===== config.mk =====
export PLATFORM = sky130hd
export DESIGN_NAME = sp_pkt_sched
export DESIGN_NICKNAME = d
export VERILOG_FILES = /design/src/rtl/sp_pkt_sched.sv
export SDC_FILE = /design/constraint.sdc
export NUM_CORES = 1
export LEC_CHECK = 0
export BUFFER_PORTS_ARGS = -buffer_cell sky130_fd_sc_hd__buf_2
export CAP_MARGIN = 40
export CORE_UTILIZATION = 40
export CTS_BUF_LIST = sky130_fd_sc_hd__clkbuf_16
export DETAILED_ROUTE_END_ITERATION = 16
export GPL_TIMING_DRIVEN = 0
export PLACE_DENSITY = 0.68
export SETUP_SLACK_MARGIN = 0.5
export SYNTH_ARGS = -nofsm -noshare
export SYNTH_HDL_FRONTEND = slang
export SYNTH_SLANG_ARGS = --single-unit
export TNS_END_PERCENT = 30

===== constraint.sdc =====
create_clock -name clk -period 4.2 [get_ports clk]
set_input_delay 1.26 -clock clk [delete_from_list [all_inputs] [get_ports clk]]
set_output_delay 1.26 -clock clk [all_outputs]
set_load 0.02 [all_outputs]

===== src/rtl/sp_pkt_sched.sv =====
module sp_pkt_sched #(
  parameter int DATA_W = 8,
  parameter int DEPTH  = 16,
  parameter int CNT_W  = 8
) (
  input  logic                clk,
  input  logic                rst_n,
  input  logic                in_valid,
  input  logic [DATA_W-1:0]   in_data,
  input  logic                in_last,
  input  logic [1:0]          in_prio,
  input  logic                out_ready,
  output logic                out_valid,
  output logic [DATA_W-1:0]   out_data,
  output logic                out_last,
  output logic [1:0]          out_prio,
  output logic [4*CNT_W-1:0]  drop_cnt
);
  localparam int NQ = 4;
  localparam int AW = $clog2(DEPTH);
  localparam logic [AW:0] FULL_N = AW'(0) | (AW+1)'(DEPTH);
  localparam logic [CNT_W-1:0] CNT_MAX = '1;

  logic [AW:0]     wr_ptr [NQ];
  logic [AW:0]     cm_ptr [NQ];
  logic [AW:0]     rd_ptr [NQ];
  logic [DATA_W:0] head   [NQ];
  logic [NQ-1:0]   avail, full;

  logic       in_pkt, dropping, mid;
  logic [1:0] cur_q, lock_q, pick, sel;

  wire [1:0] wq       = in_pkt ? cur_q : in_prio;
  wire       overflow = in_valid && !dropping && full[wq];
  wire       wr_en    = in_valid && !dropping && !full[wq];
  wire       rd_fire  = out_valid && out_ready;

  always_ff @(posedge clk) begin
    if (!rst_n) begin
      in_pkt   <= 1'b0;
      dropping <= 1'b0;
      cur_q    <= '0;
    end else if (in_valid) begin
      in_pkt   <= !in_last;
      dropping <= in_last ? 1'b0 : (dropping || overflow);
      if (!in_pkt) cur_q <= in_prio;
    end
  end

  for (genvar q = 0; q < NQ; q++) begin : g_q
    logic [DATA_W:0]  mem [DEPTH];
    logic [CNT_W-1:0] cnt;

    assign avail[q] = cm_ptr[q] != rd_ptr[q];
    assign full[q]  = (wr_ptr[q] - rd_ptr[q]) == FULL_N;
    assign head[q]  = mem[rd_ptr[q][AW-1:0]];
    assign drop_cnt[q*CNT_W +: CNT_W] = cnt;

    always_ff @(posedge clk)
      if (wr_en && wq == q) mem[wr_ptr[q][AW-1:0]] <= {in_last, in_data};

    always_ff @(posedge clk) begin
      if (!rst_n) begin
        wr_ptr[q] <= '0;
        cm_ptr[q] <= '0;
        rd_ptr[q] <= '0;
        cnt       <= '0;
      end else begin
        if (wr_en && wq == q) begin
          wr_ptr[q] <= wr_ptr[q] + 1'b1;
          if (in_last) cm_ptr[q] <= wr_ptr[q] + 1'b1;
        end
        if (overflow && wq == q) begin
          wr_ptr[q] <= cm_ptr[q];
          if (cnt != CNT_MAX) cnt <= cnt + 1'b1;
        end
        if (rd_fire && sel == q) rd_ptr[q] <= rd_ptr[q] + 1'b1;
      end
    end
  end

  always_comb begin
    pick = '0;
    for (int q = NQ-1; q >= 0; q--)
      if (avail[q]) pick = 2'(q);
  end

  assign sel       = mid ? lock_q : pick;
  assign out_valid = avail[sel];
  assign out_data  = head[sel][DATA_W-1:0];
  assign out_last  = head[sel][DATA_W];
  assign out_prio  = sel;

  always_ff @(posedge clk) begin
    if (!rst_n) begin
      mid    <= 1'b0;
      lock_q <= '0;
    end else if (rd_fire) begin
      mid    <= !out_last;
      lock_q <= sel;
    end
  end
endmodule


==> metrics, run 1 <==
final antenna-violating net count=0; Critical Path RT=roughly 2900 ps; vias per inst=about 5.5; crit start category=flip-flop; Core Area=around 0.07 sq mm; DRC Markers=0; Detailed Route WL=between 60,000 and 70,000 um; Crit Path Max Fanout=5; post-layout min period=~4400 ps; leading area contributor after synthesis=edfxtp_1; hold slack=approximately 500 ps; Max-slew headroom=43.9%; Routed WL per cell=approximately 24 um; max cap viols=0; Mean Syn Cell Area=approximately 19 sq um; Pwr per Cell Area=440 mW/mm^2; CP cell instances=buf_6 -> buf_6 -> buf_8 -> mux4_2 -> mux4_2 -> mux2i_4 -> mux2i_1 -> buf_4; fmax=~230 MHz; register area share after synthesis=between 70% and 80%; area delta synth->final=19.6%; Min-Delay Path Class=reg2reg; EDFF count, synth=636; max-slew violation count=0; Peak VDD IR=0.270 mV; R2R setup slack=around 630 ps; Synth top area share=between 60% and 70%; CTS buffer count=66; asr flop ratio synth=0%; initial antenna violation count=1; first-pass GRT wire length=about 95,000 um; Placer Congestion=0.869; starting density of the core=between 40% and 50%; Nets=about 1,800; hpwl dp=41,900 um; largest net degree at the start of global routing=53; critical path data arrival time=around 3200 ps; instance count of the mapped netlist=1,508; failing checks=negative setup slack; number of setup violations in the final report=9; endpoint type of the worst setup path=primary output; Critical-path top delay cell=mux4_2; Mapped Area=approximately 0.028 sq mm; largest cells by area after synthesis=edfxtp_1 68%, mux4_2 14%, dfxtp_1 2.8%; vias in the first global route=15,000; clk buf depth=3; WS Path Type=reg2out; IO Pins=59; cell leakage power=11.3 nW; CP Buf/Inv Count=4; main flop type after synthesis=edfxtp_1; commonest cells in the netlist=636 x edfxtp_1, 180 x mux4_2, 73 x nor2_1; CTS tree=built; First-pass DRT Iterations=5; Vias=roughly 15,000; Top delay family on crit path=multiplexers; Hold Buf Count CTS=0; port bufs=58; layout cells sized above 1=roughly a third; clock slew at reported path FFs=approximately 60 ps; critical path depth=8; Final Hold Fails=0; Die Wd=between 200 and 300 um; H-tree depth=3; Finished Core Util=about 48%; total grt overflow=0; yosys warns=0; slowest cell delay on critical path=560 ps; 1st-iter DRT viols=~1,300; global-route usage over all layers=between 10% and 20%; worst slew pin tran=just over 800 ps; reg2reg path depth=12; Post-Syn Nets=roughly 1,600; die height=268 um; Total Die Area=0.0717 sq mm; #FFs+latches synth=roughly 680; period utilisation layout=105%; CTS Sinks=675; Std-Cell Rows=97; status=finished, violations left; Root Driver=clkbuf_16; top-count cell post-synth=edfxtp_1; Setup Skew=slightly below 30 ps; Distinct cells, synth=52; RSZ-0062 raised after global routing=yes; setup TNS=-1490 ps; depth of the worst hold-timing path=2; final worst setup slack=-223 ps; insertion delay to the later sink of the worst-skew pair=between 600 and 700 ps
[final cells by class]
| type | instances | area, sq um |
|---|---|---|
| well taps | 940 | 1180 |
| flip-flops and latches | 675 | 19900 |
| diodes | 1 | 2.50 |
| multi-input cells | 735 | 8550 |
| repair buffers | 146 | 1250 |
| clock inverters | 46 | 405 |
| fillers | 5708 | 36200 |
| plain buffers | 67 | 647 |
| inverters | 31 | 123 |
| clock buffers | 71 | 1780 |
[power breakdown]
part	internal (mW)	total [mW]	switching, mW
logic	0.642	1.43	0.784
registers	7.43	7.48	0.0582
clock network	3.49	5.98	2.49
total	11.6	14.9	3.33
[what timing repair did]
item                                    4_1_cts  5_1_grt
gates resized for setup                     205       86
pin swaps                                     9       17
setup buffers                                26       41
gates cloned                                  2        2
endpoints found under the setup margin      681      573
hold endpoints to repair                      0        0
[kinds of logic after synthesis]
| logic type | synth area share, % |
|---|---|
| flip-flops | 70.3 |
| multiplexers | 15.9 |
| adder cells (fa/ha/maj) | 1.77 |
| AND/OR/NAND/NOR | 6.79 |
| AO/OA/AOI/OAI | 1.19 |
| XOR/XNOR | 2.49 |
| buffers and inverters | 1.56 |
[sequential cells by signal (all words and copies together) (netlist names)]
name	cells
g_q.mem	576
in_pkt	1
cm_ptr	20
dropping	1
rd_ptr	20
lock_q	2
mid	1
g_q.cnt	32
cur_q	2
wr_ptr	20
[per-layer routing]
layer / GRT usage (%) / up-vias / part of all wire (%)
met1: 24.6 / 7755 / 43
met3: 3.45 / 99 / 6.1
met4: 6.19 / 0 / 2.6
met5: 0 / - / 0
li1: - / 6503 / -
met2: 28.8 / 498 / 48
[stage by stage]
step / instances / setup WS [ps] / total power [mW] / area, sq um
2_1_floorplan: 1508 / 227 / 8.34 / 28300
3_3_place_gp: 2506 / -1260 / 8.75 / 29700
3_5_place_dp: 2523 / -874 / 8.80 / 30100
4_1_cts: 2668 / -251 / 14.9 / 33100
5_1_grt: 2711 / -264 / 15.3 / 33800
6_report: 2712 / -223 / 14.9 / 33800
[layout by cell type (no fill, tap or decap), types with 9 or more instances in the layout]
master,synthesis,final
edfxtp_1,636,636
mux4_2,180,180
clkbuf_16,0,73
buf_4,2,70
nor2_1,73,70
buf_2,21,53
xnor2_1,51,48
nand3_1,42,41
ha_1,40,40
dfxtp_1,39,39
nand2_1,34,32
inv_1,29,31
and2_1,31,30
mux2i_1,40,26
buf_12,1,25
and3_4,0,25
buf_6,3,24
xor2_1,24,24
nor2b_1,22,22
nor3_1,25,22
and3_1,46,20
clkbuf_1,29,18
clkinv_1,0,15
o21ai_0,14,13
clkinv_2,0,13
nand4_1,12,12
and4_4,0,10
mux2i_4,0,9
nor3b_4,0,9
[worst paths after layout]
path,startpoint,endpoint
max,rd_ptr[1][5],out_data[6]
min,dropping,dropping
max reg2reg,rd_ptr[1][1],g_q[3].mem[9][2]
min reg2reg,dropping,dropping
[worst min-delay path, stage by stage, from the launching register on]
cell and delay (ps):
dfxtp_1 330, a21oi_1 40, nor2b_1 90
Note: power is estimated with default switching activity, not from simulation.
==> inputs of run 2 (changes only) <==
CELL_PAD_IN_SITES_DETAIL_PLACEMENT = 1   (was default)
CELL_PAD_IN_SITES_GLOBAL_PLACEMENT = 1   (was default)
PLACE_DENSITY = 0.74   (was 0.68)
==> run 2 against run 1 <==
Net effect:
- the run still ends with negative setup slack left
- final cell count shrank 0.15%
- total power grew 3.6%
- die area is the same
- critical path type unchanged
- largest cell class unchanged
==> metrics, run 2 (synthesized netlist as in run 1, its figures left out) <==
insertion delay to the later sink of the worst-skew pair=between 600 and 700 ps; Final Hold Fails=0; Die Wd=roughly 270 um; Crit Path Max Fanout=8; Std-Cell Rows=97; WS Path Type=reg2out; Root Driver=clkbuf_16; Total Die Area=between 0.07 and 0.08 sq mm; die height=between 200 and 300 um; fmax=around 230 MHz; total grt overflow=0; reg2reg path depth=12; vias in the first global route=~16,000; cell leakage power=roughly 11 nW; Hold Crit Endpoint=cur_q[0]; R2R setup slack=about 580 ps; Nets=1,764; port bufs=58; Critical R2R Launch=rd_ptr[1][0]; IO Pins=between 50 and 60; most common cell after layout, fill and taps aside=edfxtp_1; Hold Buf Count CTS=0; final worst setup slack=-192 ps; Max-slew headroom=36.2%; RSZ-0062 raised after global routing=yes; crit start category=flip-flop; global-route usage over all layers=19.9%; setup TNS=-1580 ps; Setup Slack @ Placement=-881 ps; CP most frequent cell=mux4_2; Detailed Route WL=approximately 70,000 um; clk buf depth=3; DRC Markers=0; Power Total=roughly 15 mW; Critical-path top delay cell=mux4_2; Reg-to-Reg End=g_q[0].mem[0][2]; largest net degree at the start of global routing=55; Hold Startpoint=cur_q[0]; slowest cell delay on critical path=around 550 ps; First-pass DRT Iterations=5; area delta synth->final=20.2%; CTS Sinks=675; first-pass GRT wire length=104,000 um; Vias=15,000; clock slew at reported path FFs=roughly 60 ps; hold slack=between 500 and 600 ps; Cell Area, Placed=roughly 0.03 sq mm; Min-Delay Path Class=reg2reg; critical path data arrival time=around 3100 ps; fillers=6,481; post-layout min period=~4400 ps; number of setup violations in the final report=9; period utilisation layout=105%; endpoint type of the worst setup path=primary output; status=finished, violations left; CTS buffer count=71; layout cells sized above 1=33.4%; Peak VDD IR=between 0.3 and 0.4 mV; Routed WL per cell=26.0 um; CTS tree=built; Pwr per Cell Area=454 mW/mm^2; max-slew violation count=0; depth of the worst hold-timing path=1; 1st-iter DRT viols=1,353; Critical Path RT=2940 ps; max cap viols=0; H-tree depth=3; initial antenna violation count=4; commonest non-fill, non-tap cells in the layout=636 x edfxtp_1, 180 x mux4_2, 75 x clkbuf_16, 68 x nor2_1, 58 x buf_4; worst slew pin tran=roughly 930 ps; CP cell instances=buf_12 -> buf_4 -> mux4_2 -> mux4_2 -> mux2_4 -> o21a_4 -> buf_6; Core Area=~0.070 sq mm; Setup Skew=roughly 24 ps; starting density of the core=approximately 40%; final antenna-violating net count=0; max reg flops=between 500 and 600; hpwl dp=46,300 um; vias per inst=5.55; finished layout cell area=roughly 0.034 sq mm; failing checks=negative setup slack; Placer Congestion=roughly 0.78
## run 2: stage by stage
| step | instances | utilization (%) |
|---|---|---|
| final | 2708 | 48.5 |
| after detailed placement | 2521 | 42.9 |
| after floorplan | 1508 | - |
| after global placement | 2506 | 42.5 |
| after CTS | 2690 | 48.0 |
| after global routing | 2708 | 48.5 |
## run 2: what timing repair did
item,in CTS,in global routing
gates resized for setup,244,56
pin swaps,16,19
cloned,1,0
endpoints found under the setup margin,681,426
buffers inserted,37,17
## run 2: report_power, final
part / total (mW) / internal [mW] / switching, mW
clock network: 6.47 / 3.85 / 2.62
logic: 1.46 / 0.642 / 0.821
registers: 7.49 / 7.43 / 0.0589
total: 15.4 / 11.9 / 3.50
## run 2: final cells by class
cell class / count / area (sq um) / area share (%)
inverters: 31 / 121 / 0.357
clock buffers: 75 / 1880 / 5.53
flip-flops and latches: 675 / 19900 / 58.5
repair buffers: 128 / 1070 / 3.16
clock inverters: 56 / 517 / 1.52
multi-input cells: 735 / 8660 / 25.5
well taps: 940 / 1180 / 3.46
plain buffers: 67 / 659 / 1.94
diodes: 1 / 2.50 / 0.00737
## run 2: how the worst max path moves through the flow
stage                 start  slack (ps)          endpoint  cells after the start
4_1_cts        rd_ptr[0][5]        -230       out_data[0]                      7
5_1_grt        rd_ptr[0][5]        -280       out_data[6]                      7
3_5_place_dp   rd_ptr[1][1]        -880  g_q[3].mem[0][7]                     12
2_1_floorplan  rd_ptr[1][1]         230  g_q[1].mem[0][0]                     12
3_3_place_gp   rd_ptr[1][1]       -1230  g_q[1].mem[0][8]                     12
6_report       rd_ptr[0][5]        -190          out_last                      7
## run 2: metal layers
metal	up-vias	wire, um	GRT usage, %
met1	8050	31200	27.8
met5	-	34	0
met4	6	1600	5.98
li1	6468	-	-
met3	111	3760	3.73
met2	399	33700	31.8
## run 2: worst max-delay path: cells and delay by family, from the launching register on
kind	cells	cell delay [ps]
mux	3	1350
flops	1	480
buf+inv	3	420
compound gates	1	240
==> inputs of run 3 (changes only) <==
GPL_TIMING_DRIVEN = 1   (was 0)
==> run 3 against run 2 <==
Net effect:
- the flow still finishes with violations (negative setup slack)
- first-iteration DRC count is 8.6% lower
- worst hold slack got worse by 14 ps
- wire length is 4.4% higher
- sequential share of layout area up 0.25 points
- final cell count grew 0.81%
- critical endpoint is now out_data[0]
- register-to-register slack got worse by 20 ps
- utilization is 0.20 points lower
- global-route usage grew 0.51 points
- clock power decreased by 7.6%
- via count grew 1.4%
==> metrics, run 3 (synthesized netlist as in run 1, its figures left out) <==
status=finished, violations left; failing checks=negative setup slack; clk buf depth=3; post-layout min period=~4300 ps; worst slew pin tran=roughly 890 ps; Antenna Cells=0; Finished Core Util=48.3%; Critical-path top delay cell=mux4_2; slowest cell delay on critical path=540 ps; RSZ-0062 raised after global routing=yes; Hold Buf Count CTS=0; starting density of the core=between 40 and 50%; first-pass GRT wire length=roughly 110,000 um; WS Path Type=reg2out; Crit Path Max Fanout=9; crit start category=flip-flop; endpoint type of the worst setup path=primary output; vias per inst=between 5 and 6; Vias=15,200; final antenna-violating net count=0; Finished Layout Cells=about 2,700; H-tree depth=3; First-pass DRT Iterations=5; Placer Congestion=about 0.77; layout cells sized above 1=31.7%; clock slew at reported path FFs=about 60 ps; Pwr per Cell Area=about 440 mW/mm^2; Min-Delay Path Class=reg2reg; CTS buffer count=approximately 70; insertion delay to the later sink of the worst-skew pair=between 600 and 700 ps; commonest non-fill, non-tap cells in the layout=636 x edfxtp_1, 180 x mux4_2, 108 x buf_4, 79 x clkbuf_16, 68 x nor2_1; vias in the first global route=~16,000; max reg flops=approximately 580; final worst setup slack=-145 ps; CP cell instances=buf_12 -> buf_12 -> buf_16 -> mux4_2 -> mux4_2 -> mux2i_1 -> mux2i_1 -> buf_4; die height=roughly 270 um; Core Area=0.0700 sq mm; Max-slew headroom=approximately two fifths; Peak VDD IR=0.266 mV; hpwl dp=45,000 um; 1st-iter DRT viols=roughly 1,200; port bufs=between 50 and 60; Cell Area, Placed=between 0.03 and 0.04 sq mm; Power Total=around 15 mW; area delta synth->final=19.6%; R2R setup slack=about 560 ps; IO Pins=around 60; max cap viols=0; Critical Path RT=between 2000 and 3000 ps; number of setup violations in the final report=9; CTS Sinks=~680; global-route usage over all layers=20.4%; DRC Markers=0; setup TNS=-881 ps; Routed WL per cell=26.9 um; finished layout cell area=between 0.03 and 0.04 sq mm; period utilisation layout=103%; total grt overflow=0; Setup Slack @ Placement=about 190 ps; hold slack=slightly below 500 ps; Total Die Area=between 0.07 and 0.08 sq mm; critical path data arrival time=between 3000 and 4000 ps; Placed Instances=2,529; Root Driver=clkbuf_16; Final Hold Fails=0; Nets=1,788; max-slew violation count=0; Setup Skew=roughly 26 ps; most common cell after layout, fill and taps aside=edfxtp_1; largest net degree at the start of global routing=70; fmax=approximately 230 MHz; Std-Cell Rows=just under 100; Die Wd=268 um; cell leakage power=around 12 nW; CTS tree=built; initial antenna violation count=3; Detailed Route WL=about 73,000 um
run 3: changes by cell type in the layout (fill, tap and decap cells not counted), sizes merged:
cell	delta
bufinv	-6
bufbuf	+1
inv	+9
clkinv	+1
buf	+41
o31a	+1
clkbuf	-23
clkinvlp	-1
diode	-1
run 3: metal layers:
metal | GRT usage [%] | part of all wire, %
met3 | 4.21 | 7.0
met5 | 0 | 0.042
met2 | 32.8 | 49
met1 | 28.3 | 43
met4 | 5.51 | 1.7
run 3: where the power goes:
group,switching (mW),leakage (nW),internal [mW]
clock network,2.64,1.14,3.35
logic,0.775,4.38,0.644
registers,0.0675,6.12,7.43
total,3.48,11.6,11.4
run 3: path summary, 6_finish.rpt:
path / to / cells past startpoint / from
max: out_data[0] / 8 / rd_ptr[1][5]
min: dropping / 2 / dropping
max reg2reg: g_q[1].mem[1][2] / 15 / rd_ptr[0][5]
min reg2reg: dropping / 2 / dropping
run 3: worst max-delay path: cells and delay by family, from the launching register on:
| family | cells | cell delay [ps] |
|---|---|---|
| buf+inv | 4 | 620 |
| flops | 1 | 470 |
| mux | 4 | 1350 |
run 3: what timing repair did:
| action | CTS | global route |
|---|---|---|
| setup buffers | 27 | 26 |
| resized for setup | 57 | 71 |
| cloned | 10 | 8 |
| hold endpoints to repair | 0 | 0 |
| pin swaps | 11 | 21 |
| setup endpoints to repair | 70 | 535 |
run 3: final cells by class:
| cell class | instances | area (sq um) |
|---|---|---|
| multi-input cells | 736 | 8270 |
| clock buffers | 71 | 1780 |
| fillers | 6493 | 36200 |
| clock inverters | 59 | 412 |
| flip-flops and latches | 675 | 19900 |
| repair buffers | 218 | 2190 |
| inverters | 31 | 121 |
| well taps | 940 | 1180 |
